**src/rtl/ps2_tx_pkg.sv**
```systemverilog
package ps2_tx_pkg;

   typedef enum logic [1:0] {
      TX_IDLE,
      TX_SETUP,
      TX_LOW,
      TX_HIGH
   } tx_state_e;

   localparam int unsigned FRAME_LEN = 11;

   // bit 0 start, 1..8 data LSB first, 9 odd parity, 10 stop
   function automatic logic [FRAME_LEN-1:0] pack_frame(input logic [7:0] d);
      return {1'b1, ~^d, d, 1'b0};
   endfunction

   function automatic int unsigned max3(input int unsigned a, input int unsigned b,
                                        input int unsigned c);
      int unsigned m;
      m = (a > b) ? a : b;
      return (m > c) ? m : c;
   endfunction

endpackage

```
**src/rtl/ps2_line_sync.sv**
```systemverilog
module ps2_line_sync #(
   parameter int unsigned STAGES = 2
) (
   input  logic clk,
   input  logic rst_n,
   input  logic line_in,
   output logic line_out
);

   generate
      if (STAGES == 0) begin : g_direct
         assign line_out = line_in;
      end else begin : g_chain
         logic [STAGES-1:0] chain;
         for (genvar i = 0; i < STAGES; i++) begin : g_stage
            always_ff @(posedge clk) begin
               if (!rst_n) chain[i] <= 1'b1;
               else if (i == 0) chain[i] <= line_in;
               else chain[i] <= chain[(i == 0) ? 0 : i-1];
            end
         end
         assign line_out = chain[STAGES-1];
      end
   endgenerate

endmodule

```
**src/rtl/ps2_interval_timer.sv**
```systemverilog
module ps2_interval_timer #(
   parameter int unsigned W = 8
) (
   input  logic         clk,
   input  logic         rst_n,
   input  logic         load,
   input  logic [W-1:0] load_val,
   output logic         expired
);

   logic [W-1:0] cnt;

   always_ff @(posedge clk) begin
      if (!rst_n) cnt <= '0;
      else if (load) cnt <= load_val - W'(1);
      else if (cnt != '0) cnt <= cnt - W'(1);
   end

   assign expired = (cnt == '0);

endmodule

```
**src/rtl/ps2_tx_fifo.sv**
```systemverilog
module ps2_tx_fifo #(
   parameter int unsigned DEPTH = 4,
   parameter int unsigned DW    = 8
) (
   input  logic          clk,
   input  logic          rst_n,
   input  logic          wr_valid,
   input  logic [DW-1:0] wr_data,
   output logic          wr_ready,
   output logic          full,
   output logic [DW-1:0] rd_data,
   output logic          nonempty,
   input  logic          rd_pop
);

   localparam int unsigned AW = $clog2(DEPTH);

   logic [DW-1:0] mem [DEPTH];
   logic [AW-1:0] wr_ptr, rd_ptr;
   logic [AW:0]   count;
   logic          do_wr, do_rd;

   assign full     = (count == (AW+1)'(DEPTH));
   assign nonempty = (count != '0);
   assign wr_ready = !full;
   assign do_wr    = wr_valid && !full;
   assign do_rd    = rd_pop && nonempty;
   assign rd_data  = mem[rd_ptr];

   always_ff @(posedge clk) begin
      if (do_wr) mem[wr_ptr] <= wr_data;
   end

   always_ff @(posedge clk) begin
      if (!rst_n) begin
         wr_ptr <= '0;
         rd_ptr <= '0;
         count  <= '0;
      end else begin
         if (do_wr) wr_ptr <= wr_ptr + AW'(1);
         if (do_rd) rd_ptr <= rd_ptr + AW'(1);
         if (do_wr && !do_rd) count <= count + (AW+1)'(1);
         else if (do_rd && !do_wr) count <= count - (AW+1)'(1);
      end
   end


   no_overflow_chk: assert property (@(posedge clk) disable iff (!rst_n)
      (full && wr_valid && !rd_pop) |=> $stable(count));


   pop_has_data_chk: assert property (@(posedge clk) disable iff (!rst_n)
      rd_pop |-> nonempty);

endmodule

```
**src/rtl/ps2_frame_engine.sv**
```systemverilog
module ps2_frame_engine
   import ps2_tx_pkg::*;
#(
   parameter int unsigned LOW_CYC     = 4100,
   parameter int unsigned HIGH_CYC    = 3500,
   parameter int unsigned SETUP_CYC   = 2000,
   parameter int unsigned POLL_CYC    = 6000,
   parameter int unsigned SYNC_STAGES = 2
) (
   input  logic       clk,
   input  logic       rst_n,
   input  logic [7:0] head_data,
   input  logic       head_valid,
   output logic       pop,
   input  logic       clk_line,
   output logic       drv_clk_low,
   output logic       drv_dat_low
);

   localparam int unsigned PW = $clog2(max3(LOW_CYC, HIGH_CYC, SETUP_CYC) + 1);
   localparam int unsigned QW = $clog2(POLL_CYC + 1);
   localparam logic [3:0]  LAST_IDX   = 4'(FRAME_LEN - 1);
   localparam logic [3:0]  PARITY_IDX = 4'(FRAME_LEN - 2);
   localparam logic [2:0]  SETTLE_MAX = 3'(SYNC_STAGES + 1);

   tx_state_e           state;
   logic [3:0]          bit_idx;
   logic [2:0]          settle;
   logic                poll_pend;
   logic [FRAME_LEN-1:0] frame_bits;

   logic                ph_load, ph_exp;
   logic [PW-1:0]       ph_val;
   logic                pl_load, pl_exp;

   logic busy, start_frame, eligible, inhibit_seen, before_parity_edge, abort_evt;

   assign frame_bits  = pack_frame(head_data);
   assign busy        = (state != TX_IDLE);
   assign start_frame = (state == TX_IDLE) && head_valid && clk_line;
   assign eligible    = busy && !drv_clk_low && (settle == SETTLE_MAX);
   assign inhibit_seen = poll_pend && eligible && !clk_line;
   assign before_parity_edge = (state == TX_SETUP) ||
                               ((state == TX_HIGH) && (bit_idx < PARITY_IDX));
   assign abort_evt   = inhibit_seen && before_parity_edge;
   assign pop         = (state == TX_HIGH) && ph_exp && !abort_evt && (bit_idx == LAST_IDX);

   always_comb begin
      ph_load = 1'b0;
      ph_val  = '0;
      case (state)
         TX_IDLE:  if (start_frame) begin ph_load = 1'b1; ph_val = PW'(SETUP_CYC); end
         TX_SETUP: if (!abort_evt && ph_exp) begin ph_load = 1'b1; ph_val = PW'(LOW_CYC); end
         TX_LOW:   if (ph_exp) begin ph_load = 1'b1; ph_val = PW'(HIGH_CYC); end
         TX_HIGH:  if (!abort_evt && ph_exp && (bit_idx != LAST_IDX)) begin
                      ph_load = 1'b1;
                      ph_val  = PW'(LOW_CYC);
                   end
         default: ;
      endcase
   end

   assign pl_load = start_frame || (busy && pl_exp);

   ps2_interval_timer #(.W(PW)) u_phase (
      .clk(clk), .rst_n(rst_n), .load(ph_load), .load_val(ph_val), .expired(ph_exp)
   );

   ps2_interval_timer #(.W(QW)) u_poll (
      .clk(clk), .rst_n(rst_n), .load(pl_load), .load_val(QW'(POLL_CYC)), .expired(pl_exp)
   );

   always_ff @(posedge clk) begin
      if (!rst_n) begin
         settle    <= '0;
         poll_pend <= 1'b0;
      end else begin
         if (drv_clk_low) settle <= '0;
         else if (settle != SETTLE_MAX) settle <= settle + 3'd1;

         if (start_frame) poll_pend <= 1'b0;
         else if (busy && pl_exp) poll_pend <= 1'b1;
         else if (eligible) poll_pend <= 1'b0;
      end
   end

   always_ff @(posedge clk) begin
      if (!rst_n) begin
         state       <= TX_IDLE;
         bit_idx     <= '0;
         drv_clk_low <= 1'b0;
         drv_dat_low <= 1'b0;
      end else begin
         case (state)
            TX_IDLE: begin
               if (start_frame) begin
                  state       <= TX_SETUP;
                  bit_idx     <= '0;
                  drv_dat_low <= !frame_bits[0];
               end
            end
            TX_SETUP: begin
               if (abort_evt) begin
                  state       <= TX_IDLE;
                  drv_dat_low <= 1'b0;
               end else if (ph_exp) begin
                  state       <= TX_LOW;
                  drv_clk_low <= 1'b1;
               end
            end
            TX_LOW: begin
               if (ph_exp) begin
                  state       <= TX_HIGH;
                  drv_clk_low <= 1'b0;
                  if (bit_idx != LAST_IDX) drv_dat_low <= !frame_bits[bit_idx + 4'd1];
                  else drv_dat_low <= 1'b0;
               end
            end
            TX_HIGH: begin
               if (abort_evt) begin
                  state       <= TX_IDLE;
                  drv_dat_low <= 1'b0;
               end else if (ph_exp) begin
                  if (bit_idx == LAST_IDX) begin
                     state       <= TX_IDLE;
                     drv_dat_low <= 1'b0;
                  end else begin
                     state       <= TX_LOW;
                     bit_idx     <= bit_idx + 4'd1;
                     drv_clk_low <= 1'b1;
                  end
               end
            end
            default: state <= TX_IDLE;
         endcase
      end
   end


   bit_index_range_chk: assert property (@(posedge clk) disable iff (!rst_n)
      bit_idx <= LAST_IDX);


   data_moves_released_chk: assert property (@(posedge clk) disable iff (!rst_n)
      !$stable(drv_dat_low) |-> !drv_clk_low);


   inhibit_hold_chk: assert property (@(posedge clk) disable iff (!rst_n)
      (state == TX_IDLE && !clk_line) |=> (!drv_clk_low && !drv_dat_low));


   abort_release_chk: assert property (@(posedge clk) disable iff (!rst_n)
      abort_evt |=> (state == TX_IDLE && !drv_clk_low && !drv_dat_low));


   pop_after_stop_chk: assert property (@(posedge clk) disable iff (!rst_n)
      pop |=> (state == TX_IDLE && !drv_clk_low));

endmodule

```
**src/rtl/ps2_dev_tx.sv**
```systemverilog
module ps2_dev_tx #(
   parameter int unsigned TICK_CYC    = 100,
   parameter int unsigned LOW_TICKS   = 41,
   parameter int unsigned HIGH_TICKS  = 35,
   parameter int unsigned SETUP_TICKS = 20,
   parameter int unsigned POLL_TICKS  = 60,
   parameter int unsigned FIFO_DEPTH  = 4,
   parameter int unsigned SYNC_STAGES = 2
) (
   input  logic       clk,
   input  logic       rst_n,
   input  logic       push_valid,
   input  logic [7:0] push_data,
   output logic       push_ready,
   output logic       fifo_full,
   input  logic       ps2_clk_in,
   output logic       ps2_clk_drive_low,
   output logic       ps2_dat_drive_low
);

   localparam int unsigned LOW_CYC   = LOW_TICKS * TICK_CYC;
   localparam int unsigned HIGH_CYC  = HIGH_TICKS * TICK_CYC;
   localparam int unsigned SETUP_CYC = SETUP_TICKS * TICK_CYC;
   localparam int unsigned POLL_CYC  = POLL_TICKS * TICK_CYC;

   generate
      if (TICK_CYC < 1) begin : g_bad_tick
         $error("TICK_CYC must be at least 1");
      end
      if (LOW_TICKS < 30 || LOW_TICKS > 50) begin : g_bad_low
         $error("LOW_TICKS outside 30..50");
      end
      if (HIGH_TICKS < 30 || HIGH_TICKS > 40) begin : g_bad_high
         $error("HIGH_TICKS outside 30..40");
      end
      if (LOW_TICKS + HIGH_TICKS < 60 || LOW_TICKS + HIGH_TICKS > 80) begin : g_bad_period
         $error("clock period outside 60..80");
      end
      if (SETUP_TICKS < 1 || POLL_TICKS < 1) begin : g_bad_interval
         $error("SETUP_TICKS and POLL_TICKS must be nonzero");
      end
      if (FIFO_DEPTH < 2 || (FIFO_DEPTH & (FIFO_DEPTH - 1)) != 0) begin : g_bad_depth
         $error("FIFO_DEPTH must be a power of two, at least 2");
      end
      if (SYNC_STAGES > 5) begin : g_bad_sync
         $error("SYNC_STAGES at most 5");
      end
   endgenerate

   logic       clk_line;
   logic [7:0] head_data;
   logic       head_valid;
   logic       pop;

   ps2_line_sync #(.STAGES(SYNC_STAGES)) u_sync (
      .clk(clk), .rst_n(rst_n), .line_in(ps2_clk_in), .line_out(clk_line)
   );

   ps2_tx_fifo #(.DEPTH(FIFO_DEPTH), .DW(8)) u_fifo (
      .clk(clk), .rst_n(rst_n),
      .wr_valid(push_valid), .wr_data(push_data), .wr_ready(push_ready), .full(fifo_full),
      .rd_data(head_data), .nonempty(head_valid), .rd_pop(pop)
   );

   ps2_frame_engine #(
      .LOW_CYC(LOW_CYC), .HIGH_CYC(HIGH_CYC), .SETUP_CYC(SETUP_CYC),
      .POLL_CYC(POLL_CYC), .SYNC_STAGES(SYNC_STAGES)
   ) u_engine (
      .clk(clk), .rst_n(rst_n),
      .head_data(head_data), .head_valid(head_valid), .pop(pop),
      .clk_line(clk_line),
      .drv_clk_low(ps2_clk_drive_low), .drv_dat_low(ps2_dat_drive_low)
   );


   ready_full_chk: assert property (@(posedge clk) disable iff (!rst_n)
      push_ready != fifo_full);

endmodule

```
**config.mk**
```make
export PLATFORM = sky130hd
export DESIGN_NAME = ps2_dev_tx
export DESIGN_NICKNAME = d
export VERILOG_FILES = /design/src/rtl/ps2_tx_pkg.sv /design/src/rtl/ps2_line_sync.sv /design/src/rtl/ps2_interval_timer.sv /design/src/rtl/ps2_tx_fifo.sv /design/src/rtl/ps2_frame_engine.sv /design/src/rtl/ps2_dev_tx.sv
export SDC_FILE = /design/constraint.sdc
export NUM_CORES = 1
export LEC_CHECK = 0
export CORE_MARGIN = 2
export CORE_UTILIZATION = 30
export CTS_CLUSTER_SIZE = 12
export DETAILED_ROUTE_END_ITERATION = 7
export GPL_TIMING_DRIVEN = 0
export PLACE_DENSITY_LB_ADDON = 0.3
export SYNTH_ARGS = -nofsm -noshare
export SYNTH_HDL_FRONTEND = slang
export SYNTH_SLANG_ARGS = --single-unit
```
**constraint.sdc**
```tcl
create_clock -name clk -period 3.1 [get_ports clk]
set_clock_uncertainty 0.15 [all_clocks]
set_input_delay 0.62 -clock clk [delete_from_list [all_inputs] [get_ports clk]]
set_output_delay 0.62 -clock clk [all_outputs]
set_load 0.02 [all_outputs]
```
After elaboration in Yosys (flattened, before gate mapping)
Memories as Yosys holds them, arrays and structs flattened. A register that Yosys moved wholly into a read port is not among the register bits. Index checks and enable logic that the tools add are counted.

Register bits: 47. Bits in latches: 0. Bits in writable memories: 32. Bits in read-only memories: 0. Output and inout port bits: 4. Memories kept: 1.

Add/sub/neg operators: 9. Multipliers: 0. Div/mod/pow operators: 0. $lt $le $gt $ge: 2. Eq/ne operators: 19. Shift-type cells: 0. Multiplexer cells: 52. Bitwise operators: 1. Reductions and logical operators: 48.

Memories: u_fifo.mem (depth 4, bits a word 8, read ports 1, clocked after Yosys merged registers in 1, wr ports 1, line ps2_tx_fifo.sv:18) `logic [DW-1:0] mem [DEPTH];`.

Operators by type and width (count): $mux 13 (6); $pmux 13 s4 (1); $sub 13x1->13 const B (3); $logic_not 13->1 (2); $reduce_bool 13->1 (2); $mux 1 (22); $logic_and 1x1->1 (18); $mux 2 (9); $mux 4 (4); $mux 12 (1); $reduce_bool 2->1 (6); $mux 11 (1); $ne 2x1->1 const B (5); $reduce_and 5->1 (2); $pmux 1 s4 (2); $pmux 2 s4 (1); $pmux 4 s2 (1); $reduce_xnor 8->1 (1); $logic_not 1->1 (7); $reduce_and 7->1 (1); $add 3x1->3 const B (2); $mux 3 (2); $ne 2x2->1 const B (3); $ne 3x1->1 const B (2); other kinds (20) (27).

Depth between registers and ports, before layout
Depth after elaboration: 13. Mapped depth: 15. Depth with buffers taken out: 14.

Hierarchy
From an unflattened synthesis, not the netlist that was laid out.

Cell total of the unflattened synthesis: 410. Area, all modules: 4389.2 um^2.

By module, submodules not included: ps2_interval_timer (times used 2, cells each 101, area an instance 863.3 um^2, seq. area each 260.2 um^2); ps2_tx_fifo (times used 1, cells each 92, area an instance 1662.8 um^2, seq. area each 1141.1 um^2); ps2_frame_engine (times used 1, cells each 112, area an instance 947.2 um^2, seq. area each 240.2 um^2); ps2_line_sync (times used 1, cells each 4, area an instance 52.6 um^2, seq. area each 40.0 um^2).

Worst setup path after synthesis
OpenSTA, ideal clock, no wires.

Kind: reg2reg. From: register u_engine.bit_idx[0]. To: register u_engine.u_phase.cnt[6]. Library setup time: 70 ps. Arrival: 2819 ps. Data required time: 2880 ps. Setup slack: 61 ps. Stages on the path, launching flop included: 16. Path buffers: 1. Clock period less this slack: 3039 ps. Cell sequence: dfxtp_1 > clkbuf_1 > inv_1 > ha_1 > nor2b_1 > o2111ai_1 > nand4_2 > and2_1 > nand2_1 > ha_1 > nand2b_1 > or3_1 > nor2_1 > nand3_1 > xor2_1 > a21oi_1.

Longest elaborated chain between the ends: 11.

Ends and longest elaborated chain: from (decl) (line ps2_frame_engine.sv:27) `logic [3:0] bit_idx;`; from (signal assigned) (line ps2_frame_engine.sv:129) `bit_idx <= bit_idx + 4'd1;`; $lt 4x4->1 (line ps2_frame_engine.sv:44) `((state == TX_HIGH) && (bit_idx < PARITY_IDX));`; $logic_and 1x1->1 (line ps2_frame_engine.sv:44); $logic_or 1x1->1 (line ps2_frame_engine.sv:43) `assign before_parity_edge = (state == TX_SETUP) ||`; $logic_and 1x1->1 (line ps2_frame_engine.sv:45) `assign abort_evt = inhibit_seen && before_parity_edge;`; $logic_not 1->1 (line ps2_frame_engine.sv:53, ps2_frame_engine.sv:55); $logic_and 1x1->1 (line ps2_frame_engine.sv:53, ps2_frame_engine.sv:55); $logic_and 1x1->1 (line ps2_frame_engine.sv:55) `TX_HIGH: if (!abort_evt && ph_exp && (bit_idx != LAST_IDX)) begin`; $mux 13 (line ps2_frame_engine.sv:55); $pmux 13 s4 (line ps2_frame_engine.sv:51) `case (state)`; $sub 13x1->13 (line ps2_interval_timer.sv:15) `else if (load) cnt <= load_val - W'(1);`; $mux 13 (line ps2_interval_timer.sv:15); to (signal assigned) (line ps2_interval_timer.sv:15); to (signal assigned) (line ps2_interval_timer.sv:16) `else if (cnt != '0) cnt <= cnt - W'(1);`; to (decl) (line ps2_interval_timer.sv:11) `logic [W-1:0] cnt;`.

Parallel ways exist; a longest one is shown, timed or not. A chain may end at the register's enable or synchronous reset.

Worst setup path in the final report
Ends and elaborated chain as after synthesis.

==> reports/qor.csv <==
metric,value,unit
status,finished clean,
CTS tree,built,
antenna violations before repair,0,
RSZ-0062 raised after global routing,false,
initial DRC count,142,
TritonCTS Sinks,81,
placed insts,573,
Crit Path Class,reg2reg,
FF-to-FF setup slack,0.15,ns
endpoints failing hold,0,
clk root buf,clkbuf_16,
maxcap violations,0,
Num CTS Buffers,9,
Tmin final,2.95,ns
Util after Layout,36.5,%
remaining antenna violation count,0,
setup_tns,0,ns
vias in the first global route,2881,
met1 Use GR,15.6,%
"worst slack, placed",-0.504,ns
final WL,8.23,mm
Die H,120,um
busiest grt layer,met2,
Worst setup SP type,register,
reg2reg end,u_engine.u_phase.cnt[6],
via count,2950,
Routed WL per cell,13.8,um
WHS Path Cells,1,
PD cells,807,mW/mm^2
CTS max path bufs,2,
Die ar.,0.0145,mm^2
CTS H-tree lvls,3,
peak fanout along the critical path,6,
WHS,0.259,ns
met2 Use GR,19.4,%
# diodes,0,
via/cell ratio,4.95,
fraction of layout cells with a size suffix above 1,14.8,%
post-synthesis async set-or-reset flop share,0,%
nets,440,
Leak,1.73,nW
Ys Warns,0,
R2R depth,15,
Final Cycle Share,95.0,%
Slew @ Worst Pin,0.591,ns
clk slew on worst S/H paths,0.06,ns
"Data required, critical path",3.21,ns
Site Rows,42,
routability congestion estimate,0.767,
fmax,340,MHz
DR DRC count,0,
count of different cell masters after synthesis,60,
Synth Register Bits,81,
crit path to,u_engine.u_phase.cnt[6],
global route overflow,0,
Slew Limit Fails,0,
Layout area overhead,19.1,%
met3 Usage GRT,2.12,%
fin worst setup slack,0.155,ns
RR Startpoint,u_engine.bit_idx[0],
Worst Setup End Kind,register,
Post-Syn Nets,407,
hold_sp,u_sync.g_chain.chain[0],
crit-path leading delay family,simple AND/OR/NAND/NOR gates,
IO Pins,16,
Starting Density,30.7,%
slowest cell on the critical path,dfxtp_1,
Crit path largest cell delay,0.35,ns
Worst EP arrival,3.05,ns
drt first pass iters,4,
Rel. slew slack,60.6,%
Total GRT Usage,11.9,%
"Cell Area, Synth",0.00406,mm^2
post-synthesis sequential area ratio,47.8,%
Worst Setup SP,u_engine.bit_idx[0],
Detail Placement HPWL,5.86,mm
Hold Path Class,reg2reg,
Port Buffers,15,
Worst path depth,15,
Post-Syn Instances,382,
ys flop type,dfxtp_1,
first-pass GRT wire length,13.9,mm
CP bufs+invs,2,
clock latency on the worst-skew pair,0.33,ns
fin cells,596,
crit path cell chain,buf_6 > inv_1 > ha_1 > nor2b_1 > o2111ai_2 > nand4_4 > and2_4 > nand2_1 > ha_4 > nand2b_4 > or3_1 > nor2_1 > nand3_1 > xor2_1 > a21oi_1,
Peak VDD IR,0.287,mV
number of synthesized flops with an enable pin,32,
Core Box Area,0.0132,mm^2
setup violators final,0,
synthesized area per cell,10.6,um^2
largest net degree at the start of global routing,15,
DIE WIDTH,120,um
## through the flow
step	cell area (um^2)	power [mW]
finish	4840	3.90
global route	4840	4.17
CTS	4770	3.91
detailed placement	4430	2.83
global placement	4430	2.79
floorplan	4060	2.51
## worst register-to-register path, stage by stage, from the launching register on
cell and delay (ns):
dfxtp_1 0.35, buf_6 0.13, inv_1 0.08, ha_1 0.20, nor2b_1 0.16, o2111ai_2 0.31, nand4_4 0.14, and2_4 0.21
nand2_1 0.11, ha_4 0.17, nand2b_4 0.08, or3_1 0.33, nor2_1 0.10, nand3_1 0.09, xor2_1 0.15, a21oi_1 0.13
## how the worst min path moves through the flow
stage	endpoint
global placement	u_sync.line_out
CTS	u_sync.line_out
global route	u_sync.line_out
finish	u_sync.line_out
floorplan	u_sync.line_out
detailed placement	u_sync.line_out
## cells by family after synthesis
family / count (synthesis) / synth area share [%]
simple gates: 129 / 17.6
flops: 81 / 47.8
compound gates: 71 / 11.5
xor+xnor: 40 / 8.62
buf+inv: 28 / 2.89
mux: 20 / 7.42
fa+ha+maj: 13 / 4.19
## cells in the final DEF (no fill, tap or decap), drive strengths merged, types with 5 or more instances in the layout
master         instances
a21oi                 35
and2                   5
and3                   7
buf                   16
clkbuf                16
clkdlybuf4s50         15
dfxtp                 49
edfxtp                32
ha                    12
inv                   14
mux2i                 11
mux4                   8
nand2                 31
nand2b                 6
nand3                  5
nor2                  29
nor2b                  5
nor3                   9
nor4                   9
o21ai                 11
or3                   10
xnor2                 25
xor2                  15
## routing by layer
| layer | up-vias | part of all wire, % |
|---|---|---|
| li1 | 1457 | - |
| met1 | 1438 | 47 |
| met2 | 43 | 48 |
| met3 | 12 | 3.0 |
| met4 | 0 | 1.6 |
| met5 | - | 0 |
## cell type report
type,instances,area [um^2]
clock buffer,10,229
tap,176,220
fill,1344,8400
buffer,15,76.3
clock inverter,6,58.8
inverter,13,48.8
multi-input combinational,273,2060
timing repair buffer,22,203
sequential,81,1940
## synth_stat cells (4+ instances only)
library cell,n,area share (%)
nor2_1,29,2.7
and2_1,5,0.77
mux2i_1,11,2.7
dfxtp_1,49,24
nand2b_1,6,0.92
nor2b_1,5,0.77
nand3_1,5,0.62
nand2_1,31,2.9
buf_2,7,0.86
nor4_2,4,1.2
nor4_1,4,0.62
o21ai_0,7,0.86
o21ai_1,4,0.49
clkbuf_1,7,0.65
xnor2_1,25,5.4
xor2_1,15,3.2
mux4_2,8,4.4
ha_1,12,3.7
nor3_1,7,0.86
or3_1,10,1.5
and3_1,7,1.1
edfxtp_1,32,24
inv_1,13,1.2
a21oi_1,34,4.2
## timing repair
item / 4_1_cts / 5_1_grt
setup endpoints to repair: 7 / 5
buffers inserted: 1 / 6
cloned: 0 / 0
resized for setup: 9 / 6
pin swaps: 2 / 3
hold buffers: 0 / 0
## state kept, by name, summed over array words and instances (netlist names), 2 cells and up, named ones only
name,count
u_fifo.wr_ptr,2
u_engine.u_poll.cnt,13
u_engine.u_phase.cnt,13
u_engine.bit_idx,4
u_engine.settle,3
u_fifo.mem,32
u_engine.state,2
u_fifo.count,3
u_fifo.rd_ptr,2
## power by group
part,internal [mW],switching (mW)
sequential,1.33,0.191
clock,0.620,0.420
combinational,0.588,0.755
No activity file was read; power rests on OpenSTA's default activity.
